$ cat config.mk
export PLATFORM = sky130hd
export DESIGN_NAME = evt_timer16
export DESIGN_NICKNAME = d
export VERILOG_FILES = /design/src/rtl/evt_timer16_pkg.sv /design/src/rtl/evt_timer16_edge.sv /design/src/rtl/evt_timer16_psc.sv /design/src/rtl/evt_timer16.sv
export SDC_FILE = /design/constraint.sdc
export NUM_CORES = 1
export LEC_CHECK = 0
export ABC_AREA = 1
export BUFFER_PORTS_ARGS = -buffer_cell sky130_fd_sc_hd__clkbuf_2
export CORE_MARGIN = 2
export CORE_UTILIZATION = 59
export CTS_CLUSTER_SIZE = 40
export DETAILED_ROUTE_END_ITERATION = 16
export HOLD_SLACK_MARGIN = 0.15
export PLACE_DENSITY = 0.91
export SLEW_MARGIN = 20
export SYNTH_ARGS = -nofsm -noshare
export SYNTH_HDL_FRONTEND = slang
export SYNTH_SLANG_ARGS = --single-unit
$ cat constraint.sdc
create_clock -name clk_i -period 3.7 [get_ports clk_i]
set_clock_uncertainty 0.1 [all_clocks]
set_input_delay 0 -clock clk_i [delete_from_list [all_inputs] [get_ports clk_i]]
set_output_delay 0 -clock clk_i [all_outputs]
set_load 0.05 [all_outputs]
$ cat src/rtl/evt_timer16_pkg.sv
package evt_timer16_pkg;
  localparam int CntW = 16;
  localparam int PscW = 2;

  typedef enum logic [1:0] {
    ADDR_CNT_LO = 2'd0,
    ADDR_CNT_HI = 2'd1,
    ADDR_CTRL   = 2'd2,
    ADDR_RSVD   = 2'd3
  } reg_addr_e;

  typedef struct packed {
    logic            bypass;
    logic [PscW-1:0] psc;
    logic            src_ext;
    logic            en;
  } ctrl_t;

  localparam int CtrlW   = $bits(ctrl_t);
  localparam int OvfBit  = 7;
endpackage

$ cat src/rtl/evt_timer16_edge.sv
module evt_timer16_edge #(
  parameter int SYNC_STAGES = 2
) (
  input  logic clk_i,
  input  logic rst_ni,
  input  logic ext_i,
  input  logic bypass_i,
  input  logic en_i,
  input  logic clr_i,
  output logic rise_o
);
  logic [SYNC_STAGES-1:0] sync_q;
  logic sel, prev_q, armed_q, fall;

  always_ff @(posedge clk_i or negedge rst_ni) begin
    if (!rst_ni) sync_q[0] <= 1'b0;
    else         sync_q[0] <= ext_i;
  end

  for (genvar g = 1; g < SYNC_STAGES; g++) begin : g_sync
    always_ff @(posedge clk_i or negedge rst_ni) begin
      if (!rst_ni) sync_q[g] <= 1'b0;
      else         sync_q[g] <= sync_q[g-1];
    end
  end

  assign sel  = bypass_i ? sync_q[0] : sync_q[SYNC_STAGES-1];
  assign fall = prev_q & ~sel;

  always_ff @(posedge clk_i or negedge rst_ni) begin
    if (!rst_ni) begin
      prev_q  <= 1'b0;
      armed_q <= 1'b0;
    end else begin
      prev_q <= sel;
      // arming needs a falling edge after reset, count write or disable
      if (clr_i || !en_i) armed_q <= 1'b0;
      else if (fall)      armed_q <= 1'b1;
    end
  end

  assign rise_o = sel & ~prev_q & armed_q;
endmodule

$ cat src/rtl/evt_timer16_psc.sv
module evt_timer16_psc #(
  parameter int PSC_W = 2,
  parameter int DIV_W = 2,
  localparam int PRE_W = (1 << PSC_W) - 1
) (
  input  logic             clk_i,
  input  logic             rst_ni,
  input  logic             en_i,
  input  logic             src_ext_i,
  input  logic             edge_i,
  input  logic [PSC_W-1:0] psc_i,
  input  logic             clr_i,
  output logic             inc_o,
  output logic [PRE_W-1:0] pre_o
);
  logic [DIV_W-1:0] div_q;
  logic [PRE_W-1:0] pre_q, mask;
  logic tick, ev;

  always_ff @(posedge clk_i or negedge rst_ni) begin
    if (!rst_ni) div_q <= '0;
    else         div_q <= div_q + 1'b1;
  end

  assign tick = &div_q;
  assign ev   = en_i & (src_ext_i ? edge_i : tick);

  always_comb mask = PRE_W'((32'd1 << psc_i) - 32'd1);

  always_ff @(posedge clk_i or negedge rst_ni) begin
    if (!rst_ni)     pre_q <= '0;
    else if (clr_i)  pre_q <= '0;
    else if (ev)     pre_q <= pre_q + 1'b1;
  end

  assign inc_o = ev & ((pre_q & mask) == mask);
  assign pre_o = pre_q;
endmodule

$ cat src/rtl/evt_timer16.sv
module evt_timer16
  import evt_timer16_pkg::*;
#(
  parameter int SYNC_STAGES = 2,
  parameter int DIV_W       = 2
) (
  input  logic       clk_i,
  input  logic       rst_ni,
  input  logic       ext_i,
  input  logic       we_i,
  input  logic [1:0] addr_i,
  input  logic [7:0] wdata_i,
  output logic [7:0] rdata_o,
  output logic       ovf_o
);
  localparam int PreW = (1 << PscW) - 1;

  ctrl_t           ctrl_q;
  logic [CntW-1:0] cnt_q;
  logic            ovf_q;
  logic            lo_wr, hi_wr, cnt_wr, ctrl_wr, ovf_clr;
  logic            edge_ok, inc;
  logic [PreW-1:0] pre;

  assign lo_wr   = we_i && (reg_addr_e'(addr_i) == ADDR_CNT_LO);
  assign hi_wr   = we_i && (reg_addr_e'(addr_i) == ADDR_CNT_HI);
  assign ctrl_wr = we_i && (reg_addr_e'(addr_i) == ADDR_CTRL);
  assign cnt_wr  = lo_wr | hi_wr;
  assign ovf_clr = ctrl_wr & ~wdata_i[OvfBit];

  evt_timer16_edge #(.SYNC_STAGES(SYNC_STAGES)) u_edge (
    .clk_i    (clk_i),
    .rst_ni   (rst_ni),
    .ext_i    (ext_i),
    .bypass_i (ctrl_q.bypass),
    .en_i     (ctrl_q.en),
    .clr_i    (cnt_wr),
    .rise_o   (edge_ok)
  );

  evt_timer16_psc #(.PSC_W(PscW), .DIV_W(DIV_W)) u_psc (
    .clk_i     (clk_i),
    .rst_ni    (rst_ni),
    .en_i      (ctrl_q.en),
    .src_ext_i (ctrl_q.src_ext),
    .edge_i    (edge_ok),
    .psc_i     (ctrl_q.psc),
    .clr_i     (cnt_wr),
    .inc_o     (inc),
    .pre_o     (pre)
  );

  always_ff @(posedge clk_i or negedge rst_ni) begin
    if (!rst_ni) begin
      ctrl_q <= '0;
      cnt_q  <= '0;
      ovf_q  <= 1'b0;
    end else begin
      if (ctrl_wr) ctrl_q <= ctrl_t'(wdata_i[CtrlW-1:0]);
      // written byte wins; increment is dropped in that cycle
      if (lo_wr)       cnt_q[7:0]      <= wdata_i;
      else if (hi_wr)  cnt_q[CntW-1:8] <= wdata_i;
      else if (inc)    cnt_q           <= cnt_q + 1'b1;
      if (inc && !cnt_wr && (&cnt_q)) ovf_q <= 1'b1;
      else if (ovf_clr)               ovf_q <= 1'b0;
    end
  end

  always_comb begin
    rdata_o = '0;
    unique case (reg_addr_e'(addr_i))
      ADDR_CNT_LO: rdata_o = cnt_q[7:0];
      ADDR_CNT_HI: rdata_o = cnt_q[CntW-1:8];
      ADDR_CTRL: begin
        rdata_o[CtrlW-1:0] = ctrl_q;
        rdata_o[OvfBit]    = ovf_q;
      end
      default:     rdata_o = '0;
    endcase
  end

  assign ovf_o = ovf_q;
endmodule

# Yosys cells after proc, flatten, opt, wreduce, memory -nomap -nowiden
# Cells that the tools add are included.
# classes
add_sub_neg,4
bitwise_logic,12
shift,1
n_eq_ne,4
n_reduce_logical,18
n_mux,15
# ops
op,count
8-bit two-way mux,3
16-bit by 1-bit adder with 16-bit output (second input constant),1
16-bit two-way mux,1
16-bit AND reduction,1
5-bit one-hot mux with 3 select lines,1
2-bit nonzero test,5
1-bit AND,6
1-bit two-way mux,6
3-bit two-way mux,2
2-bit AND reduction,3
1-bit logical AND,5
1-bit NOT,4
2-bit one-hot mux with 2 select lines,1
3-bit by 1-bit adder with 3-bit output (second input constant),1
3-bit AND,1
3-bit == test,1
1-bit one-hot mux with 3 select lines,1
1-bit by 2-bit left shift with 3-bit output (first input constant),1
3-bit by 1-bit subtractor with 3-bit output (second input constant),1
2-bit by 1-bit adder with 2-bit output (second input constant),1
2-bit by 1-bit == test with 1-bit output (second input constant),1
2-bit == test (second input constant),1
1-bit zero test,2
2-bit zero test,1
3 further kinds,3
# totals
wordCells,67
ff_bits,31

# Longest topological paths before layout
# depth
ltp_word,9
ltp_mapped,11
mapped_depth_nobuf,10

# Hierarchy
# A second synthesis with hierarchy kept.
# hier_totals
cells_unflattened,288
hier_area_um2,2021.9
# by_module_without_submodules
module,instances,cells_per_inst,area_each_um2
evt_timer16,1,237,1575.3
evt_timer16_psc,1,36,294.0
evt_timer16_edge,1,15,152.6

# Worst setup path before layout
# OpenSTA, ideal clock, no wires.
# synth_timing
path_type,flip-flop to flip-flop
from,register cnt_q[1]
to,register cnt_q[14]
path_stages_with_launch,11
path_buffers,0
setup_slack_ns,2.215
arrival_time_ns,1.269
setup_time_ns,0.116
required_ns,3.484
path_cell_list,dfrtp_1 -> ha_1 -> nand3_1 -> nor2_1 -> nand3_1 -> nand2_1 -> nand2_1 -> nand2_1 -> nand2_1 -> nand2_1 -> nand2_1
# synth_between
elab_chain_cells,3
# synth_rtl
item,line_no,source
"start, declared",evt_timer16.sv:19,logic [CntW-1:0] cnt_q;
"start signal, assigned",evt_timer16.sv:61,if (lo_wr) cnt_q[7:0] <= wdata_i;
"start signal, assigned by index",evt_timer16.sv:62,else if (hi_wr) cnt_q[CntW-1:8] <= wdata_i;
"start signal, assigned",evt_timer16.sv:63,else if (inc) cnt_q <= cnt_q + 1'b1;
16-bit by 1-bit adder with 16-bit output,evt_timer16.sv:63,
16-bit two-way mux,evt_timer16.sv:63,
8-bit two-way mux,evt_timer16.sv:62,
# Every way passes these cells. The select of a mux whose other input is x is not followed.
# A chain may end at the register's enable or synchronous reset.

# Worst setup path after layout
# Ends and elaborated chain as after synthesis.

==> summary.txt <==
Fmax achieved = 596 MHz
Mapped Cells = 292
CP endpoint kind = flop
Vias = 2,001
area post-placement = 2170 um^2
async set or reset register ratio after synthesis = 100%
Die ar. = 3930 um^2
first-pass GRT wire length = 8620 um
Hold WC Path Type = input pin to asynchronous set/reset pin
clock sinks = 31
Max FO, Critical Path = 5
CTS root buf = clkbuf_4
count leader, synth = nand2_1
Post-Syn Area = 2030 um^2
Critical Path Start Type = flop
Max VDD drop = 0.000401 V
CORE AREA = 3310 um^2
Arr. time, crit path = 1.81 ns
GRT Overall Usage = 28.3%
initial core utilization = 61.3%
sequential share of the synthesized area = 38.2%
leading area contributor after synthesis = dfrtp_1
final worst-path cycle share = 45.3%
max cap viols = 0
status = finished clean
worst path cell trace = ha_1 -> nand3_1 -> nor2_1 -> nand3_1 -> nand2_1 -> nand2_1 -> nand2_1 -> nand2_1 -> nand2_1 -> nand2_1
CTS tree = built
RSZ-0062 raised after global routing = no
fin area = 2360 um^2
CP delay by family, top = simple AND/OR/NAND/NOR gates
worst-margin pin slew = 0.766 ns
GPL Wtd Cong = 0.951
initial antenna violation count = 0
die height = 62.7 um
worst skew pair latency = 0.33 ns
Buf+Inv Stages, Crit Path = 0
yosys warns = 0
chip width = 62.7 um
DRC = 0
vias per cell = 5.32
Primary FF master, synth = dfrtp_1
Layout area overhead = 16.2%
Net Count, Synth = 309
Util after Layout = 71.2%
Crit Path Class = flop to flop
slew margin rel. = 48.9%
setup TNS = 0 ns
FF+latch count, synth = 31
routed len/inst = 13.4 um
EDFF count, synth = 0
most instantiated cells after synthesis = 125 x nand2_1, 33 x inv_1, 31 x dfrtp_1, 21 x nand3_1, 19 x nor2_1
setup violators final = 0
Leakage = 1.21 nW
final hold vios = 0
clock-pin transition on the worst setup and hold timing paths = 0.10 ns
min cycle time layout = 1.68 ns
PortBufs = 22
I/O pins = 23
pwr/cell area = 514 nW/um^2
Synth area leaders = dfrtp_1 38%, nand2_1 23%, inv_1 6.1%, nand3_1 5.2%, nor2_1 3.5%
vias in the first global route = 1,850
mean post-synth cell area = 6.95 um^2
Antenna Nets Post-Route = 0
PnR Total Power = 1.21 mW
clk buf depth = 2
iteration-0 DRC count of the detailed router = 148
Pre-antenna DRT Iters = 5
Routed WL = 5030 um
CP required = 3.84 ns
cell repeated most along the worst path = nand2_1
CTS Buf Count = 5
Synth top area share = 38.2%
Slowest cell on crit path = dfrtp_1
Layout Nets = 347
site row count = 21
largest net degree at the start of global routing = 32
share of cells above drive strength 1 = 14.5%
post-detail-place hpwl = 3800 um
total gr overflow = 0
max-slew violation count = 0
final antenna diode count = 0
Crit path largest cell delay = 0.42 ns
H-tree Lvls = 2
Synth cell types = 31
[where the power goes]
part / total, mW / switching [mW] / internal, mW
sequential: 0.547 / 0.123 / 0.424
combinational: 0.463 / 0.302 / 0.162
clock: 0.201 / 0.113 / 0.0879
total: 1.21 / 0.538 / 0.673
[layer usage]
metal  global-route usage, %  vias up  share of wire (%)
li1                        -     1004                  -
met1                    37.8      904                 44
met2                    45.6       83                 47
met3                    6.49       10                7.5
met4                    9.72        0                1.5
met5                       0        -                  0
[cell type report]
type | count | area [um^2]
clock buffers | 6 | 51.3
clock inverters | 1 | 5.00
fillers | 296 | 953
inverters | 33 | 124
multi-input cells | 224 | 1100
flip-flops and latches | 31 | 776
well taps | 46 | 57.6
repair buffers | 35 | 240
[worst register-to-register path: stages (launching register included)]
cell and delay, ns:
dfrtp_1 0.42, ha_1 0.24, nand3_1 0.15, nor2_1 0.23
nand3_1 0.10, nand2_1 0.08, nand2_1 0.06, nand2_1 0.05
nand2_1 0.06, nand2_1 0.06, nand2_1 0.04
[flip-flops by register name (all words and copies together) (netlist names)]
signal / cells
ctrl_q: 5
u_edge.prev_q: 1
u_psc.pre_o: 3
ovf_o: 1
u_edge.armed_q: 1
u_psc.div_q: 2
u_edge.sync_q: 2
cnt_q: 16
[worst paths after layout]
kind / from / to / slack, ns / depth (start not counted)
max: cnt_q[1]$_DFFE_PN0P_ / cnt_q[14]$_DFFE_PN0P_ / 2.02 / 10
min: rst_ni / ovf_o$_DFFE_PN0P_ / 0.16 / 2
max reg2reg: cnt_q[1]$_DFFE_PN0P_ / cnt_q[14]$_DFFE_PN0P_ / 2.02 / 10
min reg2reg: u_edge.sync_q[0]$_DFF_PN0_ / u_edge.sync_q[1]$_DFF_PN0_ / 0.29 / 0
max in group asynchronous: rst_ni / cnt_q[2]$_DFFE_PN0P_ / 2.85 / 2
min in group clk_i: ext_i / u_edge.sync_q[0]$_DFF_PN0_ / 0.21 / 2
[layout by cell type, fill, tap and decap left out]
cell type,instances
clkinv_2,1
nand3_1,21
clkbuf_8,1
a31oi_1,2
nor4_1,1
nor2_1,19
nand2_2,2
nand4_1,6
nor3_1,1
or2_2,1
o221ai_1,5
dfrtp_1,31
nor2_2,4
o211ai_1,1
mux2_2,1
o21ai_2,4
clkbuf_4,5
inv_1,33
xnor2_1,1
mux2i_1,1
o22ai_1,2
xor2_1,3
nand2_4,4
nand3_4,1
o21ai_1,1
nor2_4,1
a21oi_4,1
clkbuf_2,22
ha_1,3
a21oi_1,1
nand2_1,125
dlygate4sd3_1,13
o21ai_0,12
[repair_timing]
action                                 4_1_cts  5_1_grt
setup buffers                                0        0
endpoints found under the hold margin       54        0
hold buffers                                13        0
gates resized for setup                      0        0
[per-stage QoR]
stage,cells,worst slack (ns),hold WS [ns]
2_1_floorplan,292,2.22,-0.396
3_3_place_gp,356,2.10,-0.000307
3_5_place_dp,356,2.06,0.00888
4_1_cts,376,2.04,0.183
5_1_grt,376,1.84,0.198
6_report,376,2.02,0.161
[cells by family after synthesis]
logic type      share of synthesized area, %
xor+xnor                                1.73
compound gates                          9.74
simple gates                            40.0
buf+inv                                 7.40
fa+ha+maj                               1.85
flops                                   38.2
mux                                     1.05
Note: power is estimated with default switching activity, not from simulation.
